## src/rtl/wdec_pkg.sv

```systemverilog
package wdec_pkg;

    localparam int ROUTE_W = 3;
    localparam int RT_ARITH = 0;
    localparam int RT_BITS  = 1;
    localparam int RT_NARROW = 2;

    typedef struct packed {
        logic [ROUTE_W-1:0] route;
        logic               sgn;
        logic               shcnt;
        logic               err;
    } verdict_t;

    typedef struct packed {
        logic     vld;
        verdict_t res;
    } stage_t;

endpackage

```

## src/rtl/wdec_dtype_probe.sv

```systemverilog
module wdec_dtype_probe #(
    parameter int          CODE_W = 8,
    parameter logic [3:0]  S64    = 4'hC,
    parameter logic [3:0]  U64    = 4'h1,
    parameter logic [3:0]  U32    = 4'h8
) (
    input  logic [CODE_W-1:0] code,
    output logic              is_s64,
    output logic              is_u64,
    output logic              is_u32
);
    localparam logic [CODE_W-1:0] S64_X = CODE_W'(S64);
    localparam logic [CODE_W-1:0] U64_X = CODE_W'(U64);
    localparam logic [CODE_W-1:0] U32_X = CODE_W'(U32);

    always_comb begin
        is_s64 = (code == S64_X);
        is_u64 = (code == U64_X);
        is_u32 = (code == U32_X);
    end
endmodule

```

## src/rtl/wdec_op_probe.sv

```systemverilog
module wdec_op_probe #(
    parameter int OP_W = 8
) (
    input  logic [OP_W-1:0] op,
    output logic            int_op,
    output logic            shared_op,
    output logic            sgn_only,
    output logic            uns_only,
    output logic            shift_op
);
    localparam logic [OP_W-1:0] INT_LO   = OP_W'(8'hC4);
    localparam logic [OP_W-1:0] SHR_HI   = OP_W'(8'hCA);
    localparam logic [OP_W-1:0] SGN_HI   = OP_W'(8'hD4);
    localparam logic [OP_W-1:0] INT_HI   = OP_W'(8'hDD);
    localparam logic [OP_W-1:0] ABS_ONE  = OP_W'(8'hCE);
    localparam logic [OP_W-1:0] MOD_BASE = OP_W'(8'h1B);

    logic in_band;
    logic shared_band;
    logic sgn_band;
    logic uns_band;

    always_comb begin
        in_band     = (op >= INT_LO) && (op <= INT_HI) && (op != ABS_ONE);
        shared_band = (op >= INT_LO) && (op <= SHR_HI);
        sgn_band    = (op > SHR_HI) && (op <= SGN_HI) && (op != ABS_ONE);
        uns_band    = (op > SGN_HI) && (op <= INT_HI);

        int_op    = in_band || (op == MOD_BASE);
        shared_op = shared_band || (op == MOD_BASE);
        sgn_only  = sgn_band;
        uns_only  = uns_band;
        shift_op  = (op == OP_W'(8'h02)) || (op == OP_W'(8'h03)) ||
                    (op == OP_W'(8'h10)) || (op == OP_W'(8'h11));
    end
endmodule

```

## src/rtl/wdec_resolve.sv

```systemverilog
module wdec_resolve
    import wdec_pkg::*;
#(
    parameter int          CLS_W      = 8,
    parameter logic [7:0]  CLS_ARITH  = 8'h41,
    parameter logic [7:0]  CLS_BITS   = 8'h51,
    parameter int          N_OPND     = 3
) (
    input  logic [CLS_W-1:0]  opclass,
    input  logic [N_OPND-1:0] s64,
    input  logic [N_OPND-1:0] u64,
    input  logic [N_OPND-1:0] u32,
    input  logic              int_op,
    input  logic              shared_op,
    input  logic              sgn_only,
    input  logic              uns_only,
    input  logic              shift_op,
    output verdict_t          verdict
);
    // operand index: 0 = source 0, 1 = source 1, N_OPND-1 = output
    localparam int OUT_I = N_OPND - 1;

    logic all_s;
    logic all_u;
    logic any64;
    logic arith_ok;
    logic src0_match;
    logic src1_match;
    logic bits_ident;
    logic bits_shift;

    always_comb begin
        all_s      = &s64;
        all_u      = &u64;
        any64      = |(s64 | u64);
        arith_ok   = int_op &&
                     ((all_s && (shared_op || sgn_only)) ||
                      (all_u && (shared_op || uns_only)));
        src0_match = (s64[0] && s64[OUT_I]) || (u64[0] && u64[OUT_I]);
        src1_match = (s64[1] && s64[OUT_I]) || (u64[1] && u64[OUT_I]);
        bits_ident = src0_match && src1_match;
        bits_shift = src0_match && shift_op && u32[1];

        verdict = '0;
        if (opclass == CLS_W'(CLS_ARITH)) begin
            if (arith_ok) begin
                verdict.route[RT_ARITH] = 1'b1;
                verdict.sgn             = s64[OUT_I];
            end else if (any64) begin
                verdict.err = 1'b1;
            end else begin
                verdict.route[RT_NARROW] = 1'b1;
            end
        end else if (opclass == CLS_W'(CLS_BITS)) begin
            if (bits_ident || bits_shift) begin
                verdict.route[RT_BITS] = 1'b1;
                verdict.sgn            = s64[OUT_I];
                verdict.shcnt          = !bits_ident;
            end else if (any64) begin
                verdict.err = 1'b1;
            end else begin
                verdict.route[RT_NARROW] = 1'b1;
            end
        end else begin
            verdict.err = 1'b1;
        end
    end
endmodule

```

## src/rtl/wdec.sv

```systemverilog
module wdec
    import wdec_pkg::*;
#(
    parameter logic [3:0] DT_S64    = 4'hC,
    parameter logic [3:0] DT_U64    = 4'h1,
    parameter logic [3:0] DT_U32    = 4'h8,
    parameter logic [7:0] CLS_ARITH = 8'h41,
    parameter logic [7:0] CLS_BITS  = 8'h51
) (
    input  logic       clk,
    input  logic       rst_n,
    input  logic       in_valid,
    output logic       in_ready,
    input  logic [7:0] in_opclass,
    input  logic [7:0] in_op,
    input  logic [7:0] in_dt_src,
    input  logic [7:0] in_dt_out,
    output logic       out_valid,
    input  logic       out_ready,
    output logic [2:0] out_route,
    output logic       out_signed,
    output logic       out_shift_cnt32,
    output logic       out_error
);
    localparam int N_OPND = 3;
    localparam int CODE_W = 8;
    localparam int NIB_W  = CODE_W / 2;

    logic [CODE_W-1:0] codes [N_OPND];
    logic [N_OPND-1:0] s64, u64, u32;
    logic int_op, shared_op, sgn_only, uns_only, shift_op;
    verdict_t verdict;
    stage_t   st_d, st_q;

    always_comb begin
        codes[0] = {{NIB_W{1'b0}}, in_dt_src[NIB_W-1:0]};
        codes[1] = {{NIB_W{1'b0}}, in_dt_src[CODE_W-1:NIB_W]};
        codes[2] = in_dt_out;
    end

    for (genvar g = 0; g < N_OPND; g++) begin : g_probe
        wdec_dtype_probe #(
            .CODE_W(CODE_W), .S64(DT_S64), .U64(DT_U64), .U32(DT_U32)
        ) u_dt (
            .code   (codes[g]),
            .is_s64 (s64[g]),
            .is_u64 (u64[g]),
            .is_u32 (u32[g])
        );
    end

    wdec_op_probe #(.OP_W(8)) u_op (
        .op        (in_op),
        .int_op    (int_op),
        .shared_op (shared_op),
        .sgn_only  (sgn_only),
        .uns_only  (uns_only),
        .shift_op  (shift_op)
    );

    wdec_resolve #(
        .CLS_W(8), .CLS_ARITH(CLS_ARITH), .CLS_BITS(CLS_BITS), .N_OPND(N_OPND)
    ) u_res (
        .opclass   (in_opclass),
        .s64       (s64),
        .u64       (u64),
        .u32       (u32),
        .int_op    (int_op),
        .shared_op (shared_op),
        .sgn_only  (sgn_only),
        .uns_only  (uns_only),
        .shift_op  (shift_op),
        .verdict   (verdict)
    );

    assign in_ready = !st_q.vld || out_ready;

    always_comb begin
        st_d = st_q;
        if (in_ready) begin
            st_d.vld = in_valid;
            st_d.res = in_valid ? verdict : '0;
        end
    end

    always_ff @(posedge clk) begin
        if (!rst_n) st_q <= '0;
        else        st_q <= st_d;
    end

    assign out_valid       = st_q.vld;
    assign out_route       = st_q.res.route;
    assign out_signed      = st_q.res.sgn;
    assign out_shift_cnt32 = st_q.res.shcnt;
    assign out_error       = st_q.res.err;
endmodule

```

## config.mk

```make
export PLATFORM = sky130hd
export DESIGN_NAME = wdec
export DESIGN_NICKNAME = d
export VERILOG_FILES = /design/src/rtl/wdec_pkg.sv /design/src/rtl/wdec_dtype_probe.sv /design/src/rtl/wdec_op_probe.sv /design/src/rtl/wdec_resolve.sv /design/src/rtl/wdec.sv
export SDC_FILE = /design/constraint.sdc
export NUM_CORES = 1
export LEC_CHECK = 0
export BUFFER_PORTS_ARGS = -buffer_cell sky130_fd_sc_hd__buf_2
export CAP_MARGIN = 10
export CORE_MARGIN = 4
export CORE_UTILIZATION = 44
export CTS_BUF_LIST = sky130_fd_sc_hd__clkbuf_16
export DETAILED_ROUTE_END_ITERATION = 12
export PLACE_DENSITY_LB_ADDON = 0.12
export SYNTH_ARGS = -nofsm -noshare
export SYNTH_HDL_FRONTEND = slang
export SYNTH_HIERARCHICAL = 1
export SYNTH_SLANG_ARGS = --single-unit
```

## constraint.sdc

```tcl
create_clock -name clk -period 2.25 [get_ports clk]
set_input_delay 0.225 -clock clk [delete_from_list [all_inputs] [get_ports clk]]
set_output_delay 0.225 -clock clk [all_outputs]
set_load 0.02 [all_outputs]
```

After elaboration in Yosys (flattened, before gate mapping)
Cells that the tools add are included.
{ "totals": {"regBits": 7, "elab_cells": 79, "output_inout_bits": 8, "inputBits": 36} }
{ "classes": {"bitwise_logic": 1, "n_lt_le_gt_ge": 6, "reduce_logical": 33, "eq_ne": 15, "n_mux": 19} }
{ "op_table": {"columns": ["op", "n"], "rows": [
  ["$eq 8x5->1 const B", 3],
  ["$le 8x8->1 const B", 3],
  ["$eq 8x2->1 const B", 2],
  ["$eq 8x7->1 const B", 2],
  ["$gt 8x8->1 const B", 2],
  ["$logic_and 1x1->1", 16],
  ["$mux 1", 14],
  ["$eq 4x4->1 const B", 3],
  ["$logic_or 1x1->1", 12],
  ["$eq 4x1->1 const B", 2],
  ["$eq 8x1->1 const B", 1],
  ["$eq 8x4->1 const B", 1],
  ["$ge 8x8->1 const B", 1],
  ["$mux 2", 4],
  ["$ne 8x8->1 const B", 1],
  ["$mux 6", 1],
  ["$reduce_and 3->1", 2],
  ["$or 3x3->3", 1],
  ["$reduce_or 3->1", 1],
  ["$logic_not 1->1", 2]
]} }

Longest topological paths before layout
{ "depth": {"word_depth": 11, "depth_mapped": 9, "mapped_depth_nobuf": 8} }

Hierarchy
The synthesis kept the hierarchy.
{ "by_module_without_submodules": {"columns": ["module", "n_inst", "seq_area_each_um2", "area_each_um2", "cells_per_inst"], "rows": [
  ["wdec", 1, 140.1, 282.8, 30],
  ["wdec_dtype_probe", 3, 0.0, 60.1, 7],
  ["wdec_resolve", 1, 0.0, 180.2, 22],
  ["wdec_op_probe", 1, 0.0, 160.2, 25]
]} }

Least setup slack after synthesis
Ideal clock, no wire load.
{ "synth_path": {"path_type": "input to register", "start": "input in_op[4]", "end": "register st_q (netlist bit out_signed)", "required_time_ns": 2.180, "stages": 9, "arrival_time_ns": 1.698, "slack_ns": 0.482, "n_path_buf": 1, "setup_ns": 0.070, "cell_sequence": "buf_6 > inv_4 > or3_1 > a31oi_1 > o2111ai_1 > a2111oi_4 > o21a_1 > nand3_1 > a21boi_1"} }
{ "synth_lines": {"columns": ["element", "line", "text"], "rows": [
  ["from (decl)", "wdec.sv:15", "input logic [7:0] in_op,"],
  ["to (signal assigned)", "wdec.sv:88", "else st_q <= st_d;"],
  ["to (decl)", "wdec.sv:33", "stage_t st_d, st_q;"]
]} }

==> impl_results.md <==
- Vias: ~920
- Wirelength per Cell: 11.3 um
- Io pins: 44
- Core Box Area: 1710 sq um
- Peak supply drop: 0.351 mV
- GR peak layer: met2
- Skew-Pair Late Insertion Delay: 0.23 ns
- DRT iter0 DRCs: 12
- Leak pwr: between 0.5 and 0.6 nW
- TritonCTS clock tree: built
- Critical path endpoint category: flop
- TritonCTS Sinks: 7
- Worst EP required: between 2 and 2.5 ns
- Largest net degree at the start of global routing: 9
- RR Startpoint: out_valid$_SDFFE_PN0P_
- Total chip power: 0.533 mW
- Area of the die: approximately 2500 sq um
- CTS Buf Count: 3
- Number of port buffers: 43
- DRT antenna net count: 0
- CP Class: in2reg
- Synth Area per Inst: 8.21 sq um
- GP Congestion: 0.797
- Layout area overhead: 45.7%
- Final wirelength: between 2 and 2.5 mm
- Hold_buf cts: 0
- Final core occ: 0.673
- Setup TNS: 0 ns
- Crit-path cells: buf_2 -> nor4_1 -> nand3_1 -> o31ai_1 -> o2111ai_1 -> a2111oi_4 -> o21a_1 -> nand3_1 -> a21boi_1
- R2R depth: 4
- M1 GR Usage: 0.197
- Status: completed
- Synth Instances: 96
- GRT Overall Usage: 0.173
- Hold path depth: 2
- Max H-tree Level: 1
- GR Util met2: 0.307
- Arr. time, crit path: 2.04 ns
- Worst Hold Path EP: out_valid$_SDFFE_PN0P_
- CP max stage cell: a2111oi_4
- RSZ-0062 raised after global routing: false
- Vias in the first global route: around 900
- Initial antenna violation count: 0
- MaxCap Viol Count: 0
- Flop-to-flop setup slack: between 1 and 1.5 ns
- Die Y-Extent: 50.3 um
- Final hold violation count: 0
- Worst path max stage delay: 0.44 ns
- Tcrit/Tclk final: 0.833
- Most common cell after layout, fill and taps aside: buf_2
- Mapped Area: 788 sq um
- Layout cells sized above 1: 0.391
- Antenna diode count: 0
- Time the worst path needs with I/O delays and setup: 1.88 ns
- Commonest non-fill, non-tap cells in the layout: buf_2 (43), conb_1 (16), nand2_1 (10)
- Cell mode on critical path: nand3_1
- Clk slew on worst S/H paths: ~0.04 ns
- Worst hold path type: in2reg
- Final setup vio count: 0
- Hold path start: rst_n
- Root Buffer Master: clkbuf_16
- Pre-antenna DRT Iters: 4
- Vias per inst: around 5.1
- PwrDens: 464 nW/um^2
- Max FO, Critical Path: 7
- Post-CTS sizing: 0
- CTS max path bufs: 2
- Placed Area: 1070 sq um
- Global-route wire length before repair: 3.45 mm
- Layout net count: ~190
- Slew Viols, Final: 0
- Remaining Overflow, GRT: 0
- Post-Layout Cell Count: 181
- Reg2reg end: out_route[0]$_SDFFE_PN0P_
- Die X: 50.3 um
- Fin area: 1150 sq um
- Clock skew: 0.00396 ns
- Setup Buffers After CTS: 0
- Row count: 15
- Placed wire-length estimate: 1.72 mm
- Crit start category: primary input
- Starting Density: 0.462
- Inst Count DP: 177
- M3 GR Usage: 0.0445
- Synthesis Warnings: 6
- DRC: 0
- F_max: ~530 MHz
-- metrics by stage --
step                hold WS (ns)  setup WS [ns]
global route               0.311          0.135
global placement           0.435          0.271
CTS                        0.274          0.394
floorplan                  0.342          0.482
finish                     0.274          0.375
detailed placement         0.442          0.163
-- state kept, by name, summed over array words and instances, names as in the netlist --
name / flops
out_valid: 1
out_signed: 1
out_shift_cnt32: 1
out_error: 1
out_route: 3
-- power by group --
part           leakage (nW)  switching, mW  internal [mW]
registers            0.0569        0.00120          0.127
logic                 0.420         0.0528         0.0442
clock network        0.0409         0.0737          0.234
total                 0.518          0.128          0.405
-- final cells by class --
type	instances	area, sq um
timing repair buffer	43	215
clock buffer	3	75.1
sequential	7	140
tap	25	31.3
inverter	5	26.3
fill	156	559
multi-input combinational	97	656
clock inverter	1	5.00
-- critical path, delay by kind of cell --
family                 cells  cell delay [ns]
AOI/OAI and AO/OA          5             1.07
buffers and inverters      1             0.14
and+or+nand+nor            3             0.61
-- how the worst max path moves through the flow --
stage	startpoint	endpoint
detailed placement	in_op[2]	out_signed$_SDFFE_PN0P_
global placement	in_op[2]	out_signed$_SDFFE_PN0P_
global route	in_op[2]	out_signed$_SDFFE_PN0P_
CTS	in_op[2]	out_signed$_SDFFE_PN0P_
finish	in_op[2]	out_signed$_SDFFE_PN0P_
floorplan	in_op[4]	out_signed$_SDFFE_PN0P_
-- layer usage --
| metal | share of wire | wire (um) |
|---|---|---|
| met3 | 0.082 | 167 |
| met4 | 0.0093 | 19 |
| met2 | 0.49 | 994 |
| met1 | 0.42 | 860 |
| met5 | 0 | 0 |
(Power assumes the default switching activity.)
